--- config.mk ---
export PLATFORM = sky130hd
export DESIGN_NAME = rxr_ring_engine
export DESIGN_NICKNAME = d
export VERILOG_FILES = /design/src/rtl/rxr_pkg.sv /design/src/rtl/rxr_desc_regs.sv /design/src/rtl/rxr_frame_ctl.sv /design/src/rtl/rxr_ring_engine.sv
export SDC_FILE = /design/constraint.sdc
export NUM_CORES = 1
export LEC_CHECK = 0
export BUFFER_PORTS_ARGS = -buffer_cell sky130_fd_sc_hd__buf_2
export CORE_MARGIN = 4
export CORE_UTILIZATION = 28
export CTS_BUF_LIST = sky130_fd_sc_hd__clkbuf_4
export DETAILED_ROUTE_END_ITERATION = 16
export PLACE_DENSITY = 0.42
export RECOVER_POWER = 50
export SKIP_CTS_REPAIR_TIMING = 1
export SYNTH_ARGS = -nofsm -noshare
export SYNTH_HDL_FRONTEND = slang
export SYNTH_SLANG_ARGS = --single-unit
--- constraint.sdc ---
create_clock -name clk -period 2.1 [get_ports clk]
set_input_delay 0.21 -clock clk [delete_from_list [all_inputs] [get_ports clk]]
set_output_delay 0.21 -clock clk [all_outputs]
set_load 0.005 [all_outputs]
--- src/rtl/rxr_pkg.sv ---
package rxr_pkg;
  localparam int ST_EMPTY  = 15;
  localparam int ST_WRAP   = 13;
  localparam int ERR_LONG  = 5;
  localparam int ERR_FRAME = 0;
  localparam logic [15:0] ERR_MASK = 16'h003f;
  localparam logic [31:0] POLL_KEY = 32'h0100_0000;

  typedef enum logic [1:0] {
    S_IDLE,
    S_RECV,
    S_DROP,
    S_CLOSE
  } rx_state_e;
endpackage

--- src/rtl/rxr_desc_regs.sv ---
module rxr_desc_regs
  import rxr_pkg::*;
#(
  parameter int NDESC  = 4,
  parameter int IDX_W  = 2,
  parameter int BIDX_W = 2,
  parameter int CNT_W  = 11
) (
  input  logic              clk,
  input  logic              rst_n,
  input  logic              sw_we,
  input  logic [IDX_W-1:0]  sw_idx,
  input  logic [1:0]        sw_field,
  input  logic [15:0]       sw_data,
  input  logic              close_en,
  input  logic [IDX_W-1:0]  close_idx,
  input  logic [5:0]        close_err,
  input  logic [CNT_W-1:0]  close_len,
  input  logic [IDX_W-1:0]  cur_idx,
  output logic              cur_empty,
  output logic              cur_wrap,
  output logic [BIDX_W-1:0] cur_bidx,
  input  logic [IDX_W-1:0]  rd_idx,
  input  logic [1:0]        rd_field,
  output logic [15:0]       rd_data
);
  localparam logic [15:0] CLOSE_CLR = ERR_MASK | (16'h1 << ST_EMPTY);

  logic [15:0]       st_a   [NDESC];
  logic [CNT_W-1:0]  len_a  [NDESC];
  logic [BIDX_W-1:0] bidx_a [NDESC];

  for (genvar g = 0; g < NDESC; g++) begin : g_desc
    localparam logic [15:0] ST_RST = (g == NDESC - 1) ? (16'h1 << ST_WRAP) : 16'h0;
    logic [15:0]       st_r;
    logic [CNT_W-1:0]  len_r;
    logic [BIDX_W-1:0] bidx_r;
    logic              hit_close, hit_sw;

    assign hit_close = close_en && (close_idx == IDX_W'(g));
    assign hit_sw    = sw_we && (sw_idx == IDX_W'(g));

    always_ff @(posedge clk or negedge rst_n) begin
      if (!rst_n) begin
        st_r   <= ST_RST;
        len_r  <= '0;
        bidx_r <= BIDX_W'(g);
      end else if (hit_close) begin
        st_r  <= (st_r & ~CLOSE_CLR) | {10'b0, close_err};
        len_r <= close_len;
      end else if (hit_sw) begin
        case (sw_field)
          2'd0:    st_r   <= sw_data;
          2'd1:    len_r  <= sw_data[CNT_W-1:0];
          2'd2:    bidx_r <= sw_data[BIDX_W-1:0];
          default: ;
        endcase
      end
    end

    assign st_a[g]   = st_r;
    assign len_a[g]  = len_r;
    assign bidx_a[g] = bidx_r;
  end

  assign cur_empty = st_a[cur_idx][ST_EMPTY];
  assign cur_wrap  = st_a[cur_idx][ST_WRAP];
  assign cur_bidx  = bidx_a[cur_idx];

  always_comb begin
    case (rd_field)
      2'd0:    rd_data = st_a[rd_idx];
      2'd1:    rd_data = 16'(len_a[rd_idx]);
      2'd2:    rd_data = 16'(bidx_a[rd_idx]);
      default: rd_data = '0;
    endcase
  end
endmodule

--- src/rtl/rxr_frame_ctl.sv ---
module rxr_frame_ctl
  import rxr_pkg::*;
#(
  parameter int IDX_W     = 2,
  parameter int BIDX_W    = 2,
  parameter int OFF_W     = 11,
  parameter int CNT_W     = 11,
  parameter int MAX_FRAME = 1518,
  parameter int OVR_W     = 8
) (
  input  logic                    clk,
  input  logic                    rst_n,
  input  logic                    in_valid,
  output logic                    in_ready,
  input  logic [7:0]              in_data,
  input  logic                    in_last,
  input  logic                    in_err,
  input  logic                    poll_wr,
  input  logic                    cur_empty,
  input  logic                    cur_wrap,
  input  logic [BIDX_W-1:0]       cur_bidx,
  output logic [IDX_W-1:0]        cur_idx,
  output logic                    run,
  output logic [OVR_W-1:0]        ovr_cnt,
  output logic                    idle,
  output logic                    close_en,
  output logic [5:0]              close_err,
  output logic [CNT_W-1:0]        close_len,
  output logic                    buf_we,
  output logic [BIDX_W+OFF_W-1:0] buf_addr,
  output logic [7:0]              buf_wdata
);
  rx_state_e        state_q;
  logic [CNT_W-1:0] cnt_q;
  logic             err_q, long_q;
  logic             beat, start, take, room;

  assign in_ready = (state_q != S_CLOSE);
  assign beat     = in_valid && in_ready;
  assign idle     = (state_q == S_IDLE);
  assign start    = idle && beat;
  assign take     = start && (run || poll_wr) && cur_empty;
  assign room     = (cnt_q < CNT_W'(MAX_FRAME));

  assign buf_we    = (take || (state_q == S_RECV && beat)) && room;
  assign buf_addr  = {cur_bidx, OFF_W'(cnt_q)};
  assign buf_wdata = in_data;

  assign close_en  = (state_q == S_CLOSE);
  assign close_len = cnt_q;
  always_comb begin
    close_err            = '0;
    close_err[ERR_LONG]  = long_q;
    close_err[ERR_FRAME] = err_q;
  end

  always_ff @(posedge clk or negedge rst_n) begin
    if (!rst_n) begin
      state_q <= S_IDLE;
      cnt_q   <= '0;
      err_q   <= 1'b0;
      long_q  <= 1'b0;
      cur_idx <= '0;
      run     <= 1'b0;
      ovr_cnt <= '0;
    end else begin
      if (start)        run <= take;
      else if (poll_wr) run <= 1'b1;

      case (state_q)
        S_IDLE: if (start) begin
          if (take) begin
            cnt_q   <= CNT_W'(1);
            err_q   <= in_err;
            long_q  <= 1'b0;
            state_q <= in_last ? S_CLOSE : S_RECV;
          end else begin
            ovr_cnt <= ovr_cnt + 1'b1;
            state_q <= in_last ? S_IDLE : S_DROP;
          end
        end
        S_RECV: if (beat) begin
          if (room) cnt_q <= cnt_q + 1'b1;
          else      long_q <= 1'b1;
          if (in_err)  err_q   <= 1'b1;
          if (in_last) state_q <= S_CLOSE;
        end
        S_DROP: if (beat && in_last) state_q <= S_IDLE;
        S_CLOSE: begin
          cur_idx <= cur_wrap ? '0 : IDX_W'(cur_idx + 1'b1);
          cnt_q   <= '0;
          state_q <= S_IDLE;
        end
        default: state_q <= S_IDLE;
      endcase
    end
  end
endmodule

--- src/rtl/rxr_ring_engine.sv ---
module rxr_ring_engine
  import rxr_pkg::*;
#(
  parameter int NDESC     = 4,
  parameter int BIDX_W    = 2,
  parameter int BUF_LIMIT = 1520,
  parameter int MAX_FRAME = 1518,
  parameter int OVR_W     = 8
) (
  input  logic                                        clk,
  input  logic                                        rst_n,
  input  logic                                        reg_wr,
  input  logic [$clog2(NDESC)+2:0]                    reg_addr,
  input  logic [31:0]                                 reg_wdata,
  output logic [31:0]                                 reg_rdata,
  input  logic                                        in_valid,
  output logic                                        in_ready,
  input  logic [7:0]                                  in_data,
  input  logic                                        in_last,
  input  logic                                        in_err,
  output logic                                        buf_we,
  output logic [BIDX_W+$clog2(BUF_LIMIT)-1:0]         buf_addr,
  output logic [7:0]                                  buf_wdata
);
  localparam int IDX_W  = $clog2(NDESC);
  localparam int OFF_W  = $clog2(BUF_LIMIT);
  localparam int CNT_W  = $clog2(MAX_FRAME + 1);
  localparam int ADDR_W = IDX_W + 3;

  logic              glob, poll_wr, sw_we;
  logic [1:0]        fld;
  logic [IDX_W-1:0]  didx, cur_idx;
  logic              cur_empty, cur_wrap, run, idle, close_en;
  logic [BIDX_W-1:0] cur_bidx;
  logic [OVR_W-1:0]  ovr_cnt;
  logic [5:0]        close_err;
  logic [CNT_W-1:0]  close_len;
  logic [15:0]       desc_rd;

  assign glob    = reg_addr[ADDR_W-1];
  assign fld     = reg_addr[1:0];
  assign didx    = reg_addr[IDX_W+1:2];
  assign sw_we   = reg_wr && !glob && (fld != 2'd3);
  assign poll_wr = reg_wr && glob && (fld == 2'd0) && (reg_wdata == POLL_KEY);

  rxr_desc_regs #(
    .NDESC(NDESC), .IDX_W(IDX_W), .BIDX_W(BIDX_W), .CNT_W(CNT_W)
  ) u_regs (
    .clk, .rst_n,
    .sw_we, .sw_idx(didx), .sw_field(fld), .sw_data(reg_wdata[15:0]),
    .close_en, .close_idx(cur_idx), .close_err, .close_len,
    .cur_idx, .cur_empty, .cur_wrap, .cur_bidx,
    .rd_idx(didx), .rd_field(fld), .rd_data(desc_rd)
  );

  rxr_frame_ctl #(
    .IDX_W(IDX_W), .BIDX_W(BIDX_W), .OFF_W(OFF_W), .CNT_W(CNT_W),
    .MAX_FRAME(MAX_FRAME), .OVR_W(OVR_W)
  ) u_ctl (
    .clk, .rst_n,
    .in_valid, .in_ready, .in_data, .in_last, .in_err,
    .poll_wr, .cur_empty, .cur_wrap, .cur_bidx,
    .cur_idx, .run, .ovr_cnt, .idle,
    .close_en, .close_err, .close_len,
    .buf_we, .buf_addr, .buf_wdata
  );

  always_comb begin
    reg_rdata = '0;
    if (!glob) begin
      reg_rdata[15:0] = desc_rd;
    end else if (fld == 2'd1) begin
      reg_rdata[OVR_W-1:0] = ovr_cnt;
    end else if (fld == 2'd2) begin
      reg_rdata[8]         = run;
      reg_rdata[IDX_W-1:0] = cur_idx;
    end
  end
endmodule

== Word-level counts from Yosys, hierarchy flattened ==
Cells that the tools add are included.

* Bits in registers: 142
* Input port bits: 51
* Word-level logic and storage cells: 184

* $add $sub $neg: 3
* $lt $le $gt $ge: 3
* Equality and inequality tests: 22
* Multiplexer cells: 67
* Bitwise gates (word level): 11
* Reductions and logical operators: 59

{| class="wikitable"
|+ Operators with widths
! operator !! count
|-
| 2-to-1 mux 16 bit || 13
|-
| 2-to-1 mux 11 bit || 15
|-
| binary-select mux 16 bit (select 2 bit) || 2
|-
| OR 15 x 6 -> 15 bit || 4
|-
| one-hot mux 16 bit (3 select lines) || 1
|-
| one-hot mux 11 bit (3 select lines) || 1
|-
| equality test 32 x 25 -> 1 bit (second input constant) || 1
|-
| 2-to-1 mux 2 bit || 14
|-
| nonzero test 2 bit || 14
|-
| binary-select mux 11 bit (select 2 bit) || 1
|-
| logical AND 1 bit || 20
|-
| AND reduction 2 bit || 8
|-
| AND reduction 3 bit || 5
|-
| AND reduction 5 bit || 3
|-
| equality test 2 bit (second input constant) || 7
|-
| != test 2 bit (second input constant) || 7
|-
| 2-to-1 mux 1 bit || 12
|-
| adder 11 x 1 -> 11 bit (second input constant) || 1
|-
| < comparator 11 bit (second input constant) || 1
|-
| 2-to-1 mux 9 bit || 1
|-
| adder 8 x 1 -> 8 bit (second input constant) || 1
|-
| binary-select mux 2 bit (select 2 bit) || 2
|-
| equality test 2 x 1 -> 1 bit (second input constant) || 4
|-
| zero test 2 bit || 4
|-
| other kinds (13) || 23
|}

== Depth between registers and ports, before layout ==
Gate-level depths: netlist of the first run.

* Depth in word-level cells: 9
* Mapped depth: 8
* Depth with buffers taken out: 6

== By module ==
A second synthesis of the first run with hierarchy kept.

* Cells, all modules: 856
* Area, all modules: 8491.9 µm²

{| class="wikitable"
|+ Modules (own cells, without submodules)
! module !! instances !! cells each !! area an instance (µm²)
|-
| rxr_desc_regs || 1 || 596 || 6251.0
|-
| rxr_frame_ctl || 1 || 189 || 1806.7
|-
| rxr_ring_engine || 1 || 71 || 434.2
|}

== Least setup slack after synthesis of the first run ==
OpenSTA, ideal clock, no wires.

* Path type: flip-flop to flip-flop
* Start point: register u_ctl.cur_idx[0]
* End point: register u_regs.g_desc[2].st_r[11]
* Data arrival time: 1.818 ns
* Slack: 0.157 ns
* Cell stages (with the launch flop): 8
* Path through: dfrtp_1 buf_6 inv_1 ha_1 and3_1 clkbuf_1 nor4_4 mux2_2

* Longest elaborated chain between the ends: 4

{| class="wikitable"
|+ Ends and longest elaborated chain
! item !! line !! source
|-
| start: declaration || rxr_frame_ctl.sv:22 || <nowiki>output logic [IDX_W-1:0] cur_idx,</nowiki>
|-
| start signal: assignment || rxr_frame_ctl.sv:90 || <nowiki>cur_idx <= cur_wrap ? '0 : IDX_W'(cur_idx + 1'b1);</nowiki>
|-
| equality test 2 bit (*) || rxr_desc_regs.sv:40 || <nowiki>assign hit_close = close_en && (close_idx == IDX_W'(g));</nowiki>
|-
| logical AND 1 bit (*) || rxr_desc_regs.sv:40 ||
|-
| nonzero test 2 bit (no line) || n/a ||
|-
| AND reduction 2 bit (no line) || n/a ||
|-
| end signal: assignment || rxr_desc_regs.sv:49 || <nowiki>st_r <= (st_r & ~CLOSE_CLR) | {10'b0, close_err};</nowiki>
|-
| end signal: assignment || rxr_desc_regs.sv:53 || <nowiki>2'd0: st_r <= sw_data;</nowiki>
|-
| end: declaration || rxr_desc_regs.sv:35 || <nowiki>logic [15:0] st_r;</nowiki>
|}

Mark *: on every way between the ends. The rest lies on a longest branch, timed or not.
A chain may end at the register's enable or synchronous reset.

== Final worst setup path of the first run ==
* Start point: register u_regs.g_desc[3].len_r[0]
* End point: output reg_rdata[0]

* Longest elaborated chain between the ends: 5

{| class="wikitable"
|+ Ends and longest elaborated chain
! item !! line !! source
|-
| start: declaration || rxr_desc_regs.sv:36 || <nowiki>logic [CNT_W-1:0] len_r;</nowiki>
|-
| start signal: assignment || rxr_desc_regs.sv:50 || <nowiki>len_r <= close_len;</nowiki>
|-
| start signal: assignment || rxr_desc_regs.sv:54 || <nowiki>2'd1: len_r <= sw_data[CNT_W-1:0];</nowiki>
|-
| binary-select mux 11 bit (select 2 bit) || rxr_desc_regs.sv:73 || <nowiki>2'd1: rd_data = 16'(len_a[rd_idx]);</nowiki>
|-
| 2-to-1 mux 11 bit (not written as such) (2 in a row) || rxr_desc_regs.sv:73 ||
|-
| one-hot mux 16 bit (3 select lines) || rxr_desc_regs.sv:71 || <nowiki>case (rd_field)</nowiki>
|-
| 2-to-1 mux 9 bit || rxr_ring_engine.sv:70 || <nowiki>if (!glob) begin</nowiki>
|-
| end: declaration || rxr_ring_engine.sv:15 || <nowiki>output logic [31:0] reg_rdata,</nowiki>
|}

No other way between the ends. The select of a mux whose other input is x is not followed.

==> results of run 1 <==
-- area by class of cell --
type,instances,area (um^2)
tap,384,480
sequential,142,3560
timing repair buffer,173,1260
clock buffer,18,135
inverter,12,45.0
fill,2943,19000
antenna,1,2.50
multi-input combinational,510,4190
clock inverter,14,143
-- per-layer routing --
layer,global-route usage,vias to the layer above,part of all wire
li1,-,2864,-
met1,0.241,3105,0.50
met2,0.244,126,0.46
met3,0.0264,7,0.036
met4,0.0248,0,0.0047
met5,0,-,0
-- power by group through the flow --
stage	Sequential [uW]	Combinational, uW	Clock (uW)
finish	3800	2080	1770
floorplan	3670	1370	0
detailed placement	3840	1980	0
global route	3880	2330	1980
CTS	3790	1980	1860
global placement	3850	1960	0
-- placed cells by master, fill, tap and decap left out, types with 4 or more instances in the layout --
cell           instances
mux2i_1               72
a21oi_1               15
dlygate4sd3_1          6
ha_1                   6
dfrtp_1              134
o22ai_1                5
dfstp_2                5
mux2i_2                7
nor2_1                42
buf_2                 71
xor2_1                 5
nand3_1               11
xnor2_1                5
nor3_1                14
a31oi_1                4
and3_1                 8
mux2_2                43
nor2b_1               10
mux4_2                32
buf_12                10
nand2b_1               4
clkinvlp_4             4
nand2_1               77
a2111oi_2              5
o21ai_1                4
nand4_1                5
inv_1                 12
buf_4                 78
clkbuf_4              20
o21ai_0               51
nor4_4                 5
conb_1                16
-- stage by stage --
stage	hold slack, ns	setup TNS, ns
global route	0.000927	-6.82
global placement	0.240	-2.50
floorplan	-0.0856	0
CTS	-0.411	-3.03
finish	0.0312	-1.93
detailed placement	0.221	-1.73
-- sequential cells by signal, summed over array words and instances, names as in the netlist --
register              flops
u_regs.g_desc.st_r       64
u_ctl.run                 1
u_ctl.err_q               1
u_ctl.ovr_cnt             8
u_regs.g_desc.bidx_r      8
u_ctl.close_len          11
u_ctl.state_q             2
u_ctl.cur_idx             2
u_ctl.long_q              1
u_regs.g_desc.len_r      44
-- tightest hold or removal path: cells and delay by family --
kind	cells	cell delay, ns
buffers and inverters	1	0.10
AND/OR/NAND/NOR	1	0.04
AO/OA/AOI/OAI	2	0.16
-- worst paths after layout --
| path | from | end | slack (ns) |
|---|---|---|---|
| max | u_regs.g_desc[3].len_r[0] | reg_rdata[0] | -0.27 |
| min reg2reg | u_ctl.ovr_cnt[7] | u_ctl.ovr_cnt[7] | 0.48 |
| min | in_last | u_ctl.state_q[1] | 0.03 |
| max in group asynchronous | rst_n | u_ctl.close_len[1] | 0.24 |
| max reg2reg | u_ctl.cur_idx[0] | u_ctl.ovr_cnt[7] | 0.19 |
| min in group asynchronous | rst_n | u_ctl.ovr_cnt[3] | 0.52 |
-- cells by family (layout without fill, tap and decap cells) --
family / count (synthesis) / count (layout)
fa+ha+maj: 6 / 6
flops: 142 / 142
simple gates: 209 / 209
buf+inv: 103 / 217
other cells: 1 / 17
compound gates: 113 / 113
xor+xnor: 10 / 10
mux: 156 / 156
==> flow_summary.toml, run 1 <==
[setup_path]
path_delay_family = "multiplexers"
crit_type = "flip-flop to primary output"
critPathArrivalTime_ns = 2.16
cp_num_buf_inv = 2
cp.depth = 7
cp_slowest_cell = "mux4_2"
critPathMaxStageDelay_ns = 0.51
cp_max_fo = 2
path_cells = "mux4_2 -> mux2i_2 -> buf_4 -> nor2_2 -> a211oi_2 -> a21oi_1 -> buf_2"
worstSetupStartpointType = "flip-flop"
reg2reg_depth = 4
endpoint_kind = "primary output"
required_ns = 1.89

[logic_synthesis]
synth_top_family_by_area = "multiplexers"
synth_top_area_share = 0.417
netlist_area_um2 = 8210
synth-simple-area-share = 0.141
ys_seq_area_frac = 0.433
synth_most_common_cell = "dfrtp_1"
synth_common_cells = "dfrtp_1 (137), mux2i_1 (79), nand2_1 (77)"
synthFlopType = "dfrtp_1"
synth_area_leader_cell = "dfrtp_1"
synthXorXnorAreaFrac = 0.0107
yosys-top-cells-area = "dfrtp_1 (42%), mux2i_1 (9.6%), mux4_2 (8.8%), mux2_2 (5.9%), nand2_1 (3.5%)"
synth_fa_ha_area_frac = 0.00914
synthMuxAreaShare = 0.246
synth_cells = 740
yosysWarnings = 0
yosys.cell_types.count = 69
synth-compound-area-share = 0.0879
ys_ff_latch = 142
synth_edf_count = 0
async_flop_share = 1.00
avgSynthCellArea_um2 = 11.1

[floorplanning]
floorplan.die_area_um2 = 32100
io_pins = 106
die_w_um = 179
start_util = 0.285
rows = 62
die_y_um = 179
core-area_um2 = 28800

[global_route]
grt_pass1_wl_um = 38700
grt.total_usage = 0.159
overflow = 0
grt_max_degree = 53
antenna_found_initial = 1
first_global_vias = 6247

[power]
internal-power_uw = 5160
power_frac_seq = 0.496
clock_power_share = 0.232
swShare = 0.326
power.leakage_uw = 0.00405
comb_power_share = 0.272
power.total_uw = 7650
power.switching_uw = 2490
cellPowerDensity_nw_per_um2 = 779
ir_drop_uv = 285

[sta]
finalClockSkew_ns = 0.0290
layout_min_cycle_time_ns = 2.37
max_slew_margin = 0.0456
max_freq_mhz = 423
finalHoldViolations = 0
rsz0062_at_grt = "true"
tightest_slew_ns = 1.43
report.final.slew_viol_count = 0
post-route-period-util = 1.13
setup_viol = 10
layout_setup_ws_ns = -0.267

[clocking]
h-tree-depth = 4
clock_latency_ns = 0.54
cts_tree = "yes"
numCtsBuffers = 17
clk_pin_slew_ns = 0.12
cts-root-buf = "clkbuf_4"
clock_path_buffers = 2
cts_sinks = 142

[routing]
firstDrtPassIters = 4
wirelength_um = 24700
post-route-drc-count = 0
vias = 6102
initialDrtViolationCount = 372
ant_nets = 0
avgRoutedWirePerCell_um = 19.7
drt-vias-per-instance = 4.87

[place]
place_ws_ns = -0.171
placed_cell_area_um2 = 9390
portBuffers = 73
placed_cells = 1209
dp_hpwl_um = 18100
place_congestion = 0.787

[job]
max_cap_viol_count = 0

[status]
violations = "setup timing"
outcome = "finished with violations"

[final_layout]
nets = 913
syn_to_final_growth_pct = 19.6
drive_above_1_share = 0.368
final_cell_count_no_fill = 1254
finish.utilization = 0.341
stdcell_area_um2 = 9820

[hold_path]
holdPathStages = 4
min_path_type = "input port to flip-flop"
Power figures use the tool's default switching activity.
==> inputs of run 2 (changes only) <==
--- a/config.mk
+++ b/config.mk
@@ -10,6 +10,7 @@
 export CORE_UTILIZATION = 28
 export CTS_BUF_LIST = sky130_fd_sc_hd__clkbuf_4
 export DETAILED_ROUTE_END_ITERATION = 16
+export GPL_TIMING_DRIVEN = 0
 export PLACE_DENSITY = 0.42
 export RECOVER_POWER = 50
 export SKIP_CTS_REPAIR_TIMING = 1
==> constraint.sdc (replaced) <==
create_clock -name clk -period 2.6 [get_ports clk]
set_input_delay 0.26 -clock clk [delete_from_list [all_inputs] [get_ports clk]]
set_output_delay 0.26 -clock clk [all_outputs]
set_load 0.005 [all_outputs]
==> run 2 against run 1 <==
Effect of this change:
- the flow finishes with violations (capacitance limit, slew limit)
- non-clock buffer count is 8 higher
- clock skew increased by 0.00077 ns
- core utilization is 0.67 points lower
- worst setup slack better by 0.34 ns
- first-iteration DRC count shrank 3.8%
- via count increased by 1.1%
- power fell by 18%
- sequential share of layout area is 0.68 points higher
- sequential cell count unchanged
- register-to-register slack got worse by 0.06 ns
- die area is the same
- clock power is 12% lower
- critical path type unchanged
- largest power group unchanged
==> flow_summary.toml, run 2 (synthesis results as in run 1) <==
[place]
dp_hpwl_um = 18300
placed_cell_area_um2 = 9130
portBuffers = 68
place_congestion = 0.804

[floorplanning]
io_pins = 106
rows = 62
core-area_um2 = 28800
start_util = 0.285
die_w_um = 179
floorplan.die_area_um2 = 32100
die_y_um = 179

[routing]
initialDrtViolationCount = 358
ant_nets = 0
avgRoutedWirePerCell_um = 21.0
post-route-drc-count = 0
vias = 6171
firstDrtPassIters = 5
wirelength_um = 26500
drt-vias-per-instance = 4.89

[sta]
max_freq_mhz = 395
rsz0062_at_grt = "true"
max_slew_margin = -0.0110
setup_viol = 0
layout_min_cycle_time_ns = 2.53
tightest_slew_ns = 1.52
whs_ns = 0.0114
fin_setup_tns_ns = 0
finalHoldViolations = 0
finalClockSkew_ns = 0.0298
post-route-period-util = 0.974
report.final.slew_viol_count = 56

[clocking]
numCtsBuffers = 17
h-tree-depth = 4
clock_latency_ns = 0.59
clk_pin_slew_ns = 0.16
cts_sinks = 142
cts-root-buf = "clkbuf_4"
clock_path_buffers = 2
cts_tree = "yes"

[final_layout]
layout_commonest_cell = "dfrtp_1"
multi_input_area_um2 = 4150
nets = 921
largest_register_ffs = 64
top_register = "u_regs.g_desc.st_r"
stdcell_area_um2 = 9630
syn_to_final_growth_pct = 17.3
num-fill-cells = 2970
seqCellArea_um2 = 3560
layout_common_cells = "dfrtp_1 (137), nand2_1 (77), buf_2 (75), mux2i_1 (75), o21ai_0 (51)"
drive_above_1_share = 0.312

[setup_path]
worstSetupStartpointType = "flip-flop"
cp_num_buf_inv = 2
required_ns = 2.34
path_cells = "buf_6 -> mux4_2 -> nand3_4 -> o21ai_1 -> and3_1 -> buf_2"
endpoint_kind = "primary output"
critPathArrivalTime_ns = 2.27
cp_slowest_cell = "mux4_2"
cp_max_fo = 7
crit_type = "flip-flop to primary output"
path_delay_family = "multiplexers"
critPathMaxStageDelay_ns = 0.62

[job]
max_cap_viol_count = 1

[power]
power.leakage_uw = 0.00394
cellPowerDensity_nw_per_um2 = 648
ir_drop_uv = 287
power.total_uw = 6240

[global_route]
grt_pass1_wl_um = 38800
grt_max_degree = 89
grt_use_met1 = 0.244
antenna_found_initial = 1
grt.total_usage = 0.164
first_global_vias = 5824
met2_usage = 0.251
top_usage_layer = "met2"
grt_use_met3 = 0.0304
overflow = 0

[hold_path]
min_path_type = "input port to flip-flop"

[status]
outcome = "finished with violations"
violations = "capacitance limit, slew limit"
[run 2: worst paths after layout]
| check | startpoint | end | slack (ns) | depth (start not counted) |
|---|---|---|---|---|
| min in group asynchronous | rst_n | u_regs.g_desc[2].st_r[4] | 0.57 | 2 |
| hold reg to reg | u_ctl.ovr_cnt[7] | u_ctl.ovr_cnt[7] | 0.48 | 1 |
| hold / removal | reg_wdata[2] | u_regs.g_desc[2].len_r[2] | 0.01 | 3 |
| max in group asynchronous | rst_n | u_regs.g_desc[0].st_r[12] | 0.49 | 3 |
| setup reg to reg | u_ctl.cur_idx[0] | u_regs.g_desc[2].st_r[13] | 0.13 | 7 |
| setup / recovery | u_ctl.cur_idx[0] | buf_we | 0.07 | 6 |
[run 2: power breakdown]
part / total [uW] / internal, uW / switching [uW]
Combinational: 1640 / 832 / 812
Sequential: 3040 / 2700 / 334
Clock: 1560 / 596 / 959
Total: 6240 / 4130 / 2100
[run 2: area by class of cell]
cell class,count,area share
Multi-Input combinational cell,510,0.431
Sequential cell,142,0.370
Buffer,91,0.0569
Timing Repair Buffer,90,0.0567
Tap cell,384,0.0499
Clock inverter,14,0.0164
Clock buffer,18,0.0140
Inverter,12,0.00468
Antenna cell,2,0.000520
[run 2: stage by stage]
stage / util / setup slack, ns / instances
6_report: 0.335 / 0.0688 / 1263
5_1_grt: 0.334 / -0.0468 / 1262
4_1_cts: 0.327 / -0.345 / 1240
3_5_place_dp: 0.317 / -0.168 / 1208
3_3_place_gp: 0.316 / -1.16 / 1207
2_1_floorplan: - / 0.657 / 755
[run 2: layer usage]
metal / routed length [um] / vias to the layer above
met5: 0 / -
met4: 262 / 0
met3: 1280 / 19
met2: 11800 / 172
met1: 13100 / 3096
li1: - / 2884
[run 2: worst register-to-register path: cells and delay by family (launching register included)]
kind	cells	cell delay, ns
buf+inv	3	0.52
simple gates	2	0.84
fa+ha+maj	1	0.20
mux	1	0.42
flops	1	0.40
